$ cat config.mk
export PLATFORM = sky130hd
export DESIGN_NAME = cmp_chain
export DESIGN_NICKNAME = d
export VERILOG_FILES = /design/src/rtl/cmp_pkg.sv /design/src/rtl/cmp_bit_cell.sv /design/src/rtl/cmp_slice.sv /design/src/rtl/cmp_chain.sv
export SDC_FILE = /design/constraint.sdc
export NUM_CORES = 1
export LEC_CHECK = 0
export ABC_AREA = 1
export BUFFER_PORTS_ARGS = -buffer_cell sky130_fd_sc_hd__buf_2
export CORE_MARGIN = 5
export CORE_UTILIZATION = 30
export CTS_CLUSTER_DIAMETER = 200
export DETAILED_ROUTE_END_ITERATION = 12
export HOLD_SLACK_MARGIN = 0.02
export SLEW_MARGIN = 20
export SYNTH_ARGS = -nofsm -noshare
export SYNTH_HDL_FRONTEND = slang
export SYNTH_SLANG_ARGS = --single-unit
$ cat constraint.sdc
create_clock -name clk -period 2.8 [get_ports clk]
set_input_delay 0.14 -clock clk [delete_from_list [all_inputs] [get_ports clk]]
set_output_delay 0.14 -clock clk [all_outputs]
set_load 0.01 [all_outputs]
$ cat src/rtl/cmp_pkg.sv
package cmp_pkg;
  // Three-line relation carried between slices; exactly one field is set.
  typedef struct packed {
    logic gt;
    logic eq;
    logic lt;
  } rel_t;

  localparam rel_t REL_EQUAL = '{gt: 1'b0, eq: 1'b1, lt: 1'b0};
endpackage

$ cat src/rtl/cmp_bit_cell.sv
module cmp_bit_cell (
  input  logic x_i,
  input  logic y_i,
  output logic gt_o,
  output logic eq_o,
  output logic lt_o
);
  assign gt_o = x_i & ~y_i;
  assign lt_o = ~x_i & y_i;
  assign eq_o = ~(x_i ^ y_i);
endmodule

$ cat src/rtl/cmp_slice.sv
module cmp_slice
  import cmp_pkg::*;
#(
  parameter int W = 4
) (
  input  logic [W-1:0] a_i,
  input  logic [W-1:0] b_i,
  input  rel_t         casc_i,
  output rel_t         rel_o
);
  logic [W-1:0] c_gt, c_eq, c_lt;

  generate
    for (genvar i = 0; i < W; i++) begin : g_bit
      cmp_bit_cell u_cell (
        .x_i (a_i[i]),
        .y_i (b_i[i]),
        .gt_o(c_gt[i]),
        .eq_o(c_eq[i]),
        .lt_o(c_lt[i])
      );
    end
  endgenerate

  // Scan from the top bit down; the first unequal bit decides.
  logic loc_gt, loc_lt, decided;
  always_comb begin
    loc_gt  = 1'b0;
    loc_lt  = 1'b0;
    decided = 1'b0;
    for (int i = W - 1; i >= 0; i--) begin
      if (!decided && !c_eq[i]) begin
        loc_gt  = c_gt[i];
        loc_lt  = c_lt[i];
        decided = 1'b1;
      end
    end
  end

  // A tied slice hands through the relation from below.
  assign rel_o.gt = loc_gt | (~decided & casc_i.gt);
  assign rel_o.lt = loc_lt | (~decided & casc_i.lt);
  assign rel_o.eq = ~decided & casc_i.eq;
endmodule

$ cat src/rtl/cmp_chain.sv
module cmp_chain
  import cmp_pkg::*;
#(
  parameter int SLICE_W  = 4,
  parameter int N_SLICES = 2
) (
  input  logic                        clk,
  input  logic                        rst,
  input  logic [SLICE_W*N_SLICES-1:0] a_i,
  input  logic [SLICE_W*N_SLICES-1:0] b_i,
  output logic                        gt_o,
  output logic                        eq_o,
  output logic                        lt_o
);
  localparam int TOTAL_W = SLICE_W * N_SLICES;

  rel_t link [N_SLICES+1];
  assign link[0] = REL_EQUAL;

  generate
    for (genvar s = 0; s < N_SLICES; s++) begin : g_slice
      cmp_slice #(.W(SLICE_W)) u_slice (
        .a_i   (a_i[s*SLICE_W +: SLICE_W]),
        .b_i   (b_i[s*SLICE_W +: SLICE_W]),
        .casc_i(link[s]),
        .rel_o (link[s+1])
      );
    end
  endgenerate

  rel_t res_q;
  always_ff @(posedge clk) begin
    if (rst) res_q <= REL_EQUAL;
    else     res_q <= link[N_SLICES];
  end

  assign gt_o = res_q.gt;
  assign eq_o = res_q.eq;
  assign lt_o = res_q.lt;

  logic unused_w;
  assign unused_w = (TOTAL_W == 0);
endmodule

# Yosys cells after proc, flatten, opt, wreduce, memory -nomap -nowiden

Index checks and enable logic that the tools add are counted.

Muxes and demuxes: 24
Bitwise logic cells: 49
Reductions and logical operators: 10

Operator list:

| kind              | count |
|---|---|
| $mux 1            | 24 |
| $not 1->1         | 20 |
| $and 1x1->1       | 19 |
| $xor 1x1->1       | 8 |
| $logic_and 1x1->1 | 6 |
| $logic_not 1->1   | 4 |
| $or 1x1->1        | 2 |

Bits in registers: 3
Output and inout bits: 3

# Logic depth before layout (Yosys ltp)

Word-level depth: 13
Mapped depth: 10
Depth with buffers taken out: 10

# Cells and area by module

From an unflattened synthesis, not the netlist that was laid out.

Cells, all modules: 98
Area, all modules: 589.3 um2

Modules (own cells, without submodules):

| module       | times used | cells each | area an instance (um2) |
|---|---|---|---|
| cmp_bit_cell | 8          | 4          | 32.5 |
| cmp_slice    | 2          | 27         | 117.6 |
| cmp_chain    | 1          | 12         | 93.8 |

# Worst setup path before layout

OpenSTA, ideal clock, no wires.

Kind: input-to-reg
From: input a_i[7]
To: register res_q (netlist bit gt_o)
Data arrival time: 0.994 ns
Data required time: 2.684 ns
Setup slack: 1.691 ns
Cell stages on the path: 7
Buffers on the path: 1
Cell sequence: inv_1 -> ha_1 -> buf_6 -> nand4_1 -> or2_0 -> nand2_1 -> a21oi_1

Word-level cells in the longest chain between the ends: 13
Elaborated cells between the ends (all ways): 19
Those cells by class: mux (8); bitwise (6); reduce/logical (5)

RTL lines:

| item                 | RTL line           | text |
|---|---|---|
| start, declared      | cmp_chain.sv:9     | `input logic [SLICE_W*N_SLICES-1:0] a_i,` |
| $xor 1x1->1          | cmp_bit_cell.sv:10 | `assign eq_o = ~(x_i ^ y_i);` |
| $not 1->1            | cmp_bit_cell.sv:10 |  |
| $logic_and 1x1->1    | cmp_slice.sv:32    | `if (!decided && !c_eq[i]) begin` |
| $mux 1               | cmp_slice.sv:32    |  |
| $logic_not 1->1      | cmp_slice.sv:32    |  |
| $logic_and 1x1->1    | cmp_slice.sv:32    |  |
| $mux 1               | cmp_slice.sv:32    |  |
| $logic_not 1->1      | cmp_slice.sv:32    |  |
| $logic_and 1x1->1    | cmp_slice.sv:32    |  |
| $mux 1               | cmp_slice.sv:32    |  |
| $not 1->1            | cmp_slice.sv:41    | `assign rel_o.gt = loc_gt \| (~decided & casc_i.gt);` |
| $and 1x1->1          | cmp_slice.sv:41    |  |
| $or 1x1->1 (*)       | cmp_slice.sv:41    |  |
| end signal, assigned | cmp_chain.sv:34    | `else res_q <= link[N_SLICES];` |
| end, declared        | cmp_chain.sv:31    | `rel_t res_q;` |

Every way passes the cells marked *; elsewhere a longest branch is shown, timed or not.
A chain may end at the register's enable or synchronous reset.

# Worst setup path in the final report

Same ends and word-level chain as after synthesis.

==> impl_metrics.ini <==
[run_status]
status = finished clean

[power]
p_leak_uw = 0.0004806
p_seq_share_pct = 22.7
total_power_uw = 211.6
p_comb_share_pct = 41.9
p_per_area_nw_per_um2 = 288.0
p_int_uw = 138.2
switchingPower_uw = 73.36
swShare_pct = 34.67
clock_power_share_pct = 35.4
ir_worst_vdd_mv = 0.1170

[die]
die-area_um2 = 2935
dieWidth_um = 54.18
pin_count = 21
initial_utilization_pct = 30.79
die_y_um = 54.18
num_rows = 16
core_um2 = 1902

[synth]
synth_cells = 92
dominantRegCellSynth = dfxtp_1
syn_avg_cell_area_um2 = 6.365
yosysTopAreaCellShare_pct = 34.19
async_reset_ff_share_pct = 0
yosysWarnings = 0
synth_area_um2 = 585.6
yosysTopAreaCell = ha_1
synth_edf_count = 0
synth_cell_type_count = 14
yosysMostFrequentCell = inv_1
synth_fp_nets = 126
synth-seq-cells = 3
synth_area_leaders = ha_1, inv_1, nand2_1
netlist_top_cells_count = inv_1, nand2_1, ha_1
ys_seq_area_share_pct = 10.26

[worst_setup_path]
crit_path_end_kind = register
slowest_delay_ns = 0.40
cp_num_buf_inv = 2
crit_required_ns = 2.92
critPathTopFamily = simple AND/OR/NAND/NOR gates
arrival_ns = 1.21
critPathMaxFanout = 9
start_kind = input port
critPathKind = input port to register
crit_chain = buf_2 > inv_1 > ha_1 > nand4_1 > or2_0 > nand2_1 > a21oi_1
worst_path_max_delay_cell = ha_1

[timing]
slew_headroom_pct = 83.49
fin_crit_sh_pct = 39.13
worstMarginPinSlew_ns = 0.2444
setup_viol = 0
min_period_ns = 1.096
setup_tns_ns = 0
drv_slew = 0
fmaxAchievable_mhz = 912.7
hold_viol = 0
finalWorstSetupSlack_ns = 1.704
rsz0062_at_grt = false
holdWs_ns = 0.1020

[clock_network]
numCtsBuffers = 3
cts_root_buf = clkbuf_4
cts_resized = 0
cts_tree = built
cts_sinks = 3
post_cts_buffers = 0
holdBufCountCts = 0
cts_max_path_buffers = 2
htreeDepth = 1
clk_pin_slew_ns = 0.03

[grt]
grt_overflow = 0
grt_pass1_wl_um = 1683
busiest_layer = met2
grt_use_met2_pct = 14.94
met3_usage_pct = 0
grt_max_degree = 10
gr-usage-met1_pct = 7.805
grt_pass1_vias = 507
grtUsageTotal_pct = 7.301
antenna_found_initial = 0

[worst_hold_path]
min_path_cells = 2
hold_start = rst
holdPathEnd = lt_o$_SDFF_PP0_
min_path_type = input port to register

[detailed_routing]
vias = 585
avgRoutedWirePerCell_um = 7.345
viasPerCell = 4.120
ant_nets = 0
drt_wl_total_um = 1043
drc = 0
first_pass_iters = 4
drtIter0Drc = 5

[placement]
port_buffers = 20
dp_hpwl_um = 958
place_area_um2 = 708.2
gp_routability_congestion = 0.7626
pre_cts_ws_ns = 1.463

[cells_and_area]
antennaDiodeCount = 0
nets = 150
fillCellCount = 218
drive_gt1_share_pct = 21.74
area_growth_pct = 25.43
fin_area_um2 = 734.5

[flow_run]
max_cap_violations = 0
-- per-layer routing --
layer / wire (um) / part of all wire, %
met3: 52 / 5.0
met4: 0 / 0
met1: 427 / 41
met2: 563 / 54
met5: 0 / 0
-- logic make-up after synthesis --
group | after synthesis | synth area share, %
buffers and inverters | 30 | 20.51
flip-flops | 3 | 10.26
adder cells (fa/ha/maj) | 16 | 34.19
AO/OA/AOI/OAI | 4 | 4.059
AND/OR/NAND/NOR | 39 | 30.98
-- cell type report --
class / count / area (um^2) / area share (%)
Clock buffer: 4 / 26.28 / 3.578
Inverter: 29 / 108.9 / 14.82
Multi-Input combinational cell: 59 / 405.4 / 55.20
Sequential cell: 3 / 60.06 / 8.177
Tap cell: 27 / 33.78 / 4.600
Timing Repair Buffer: 20 / 100.1 / 13.63
-- layout by cell type, fill, tap and decap left out, types with 3 or more instances in the layout --
cell,count
buf_2,20
clkbuf_4,3
dfxtp_1,3
ha_1,16
inv_1,28
nand2_1,18
nand3_1,9
nand4_1,5
nor2_1,4
-- registers in the layout, indices dropped and copies added (netlist names) --
register and cells:
lt_o 1, gt_o 1, eq_o 1
-- per-stage QoR --
stage / util (%) / cells
6_report: 38.62 / 142
5_1_grt: 38.62 / 142
4_1_cts: 38.62 / 142
3_5_place_dp: 37.24 / 138
3_3_place_gp: 37.24 / 138
2_1_floorplan: - / 92
-- power by group through the flow --
stage,Clock [uW],Combinational [uW],Sequential [uW]
after global routing,78.3,104,48.2
after CTS,77.6,90.3,48.1
final,74.9,88.6,48.0
after global placement,0,87.6,48.7
after detailed placement,0,90.1,48.5
after floorplan,0,60.2,50.9
-- worst max-delay path by stage --
stage,start,end,slack [ns],depth (start not counted)
after CTS,a_i[7],gt_o$_SDFF_PP0_,1.70,7
after detailed placement,a_i[7],gt_o$_SDFF_PP0_,1.46,7
after global routing,a_i[7],gt_o$_SDFF_PP0_,1.58,7
final,a_i[7],gt_o$_SDFF_PP0_,1.70,7
after global placement,a_i[7],lt_o$_SDFF_PP0_,1.51,7
after floorplan,a_i[7],gt_o$_SDFF_PP0_,1.69,7
No activity file was read; power rests on OpenSTA's default activity.
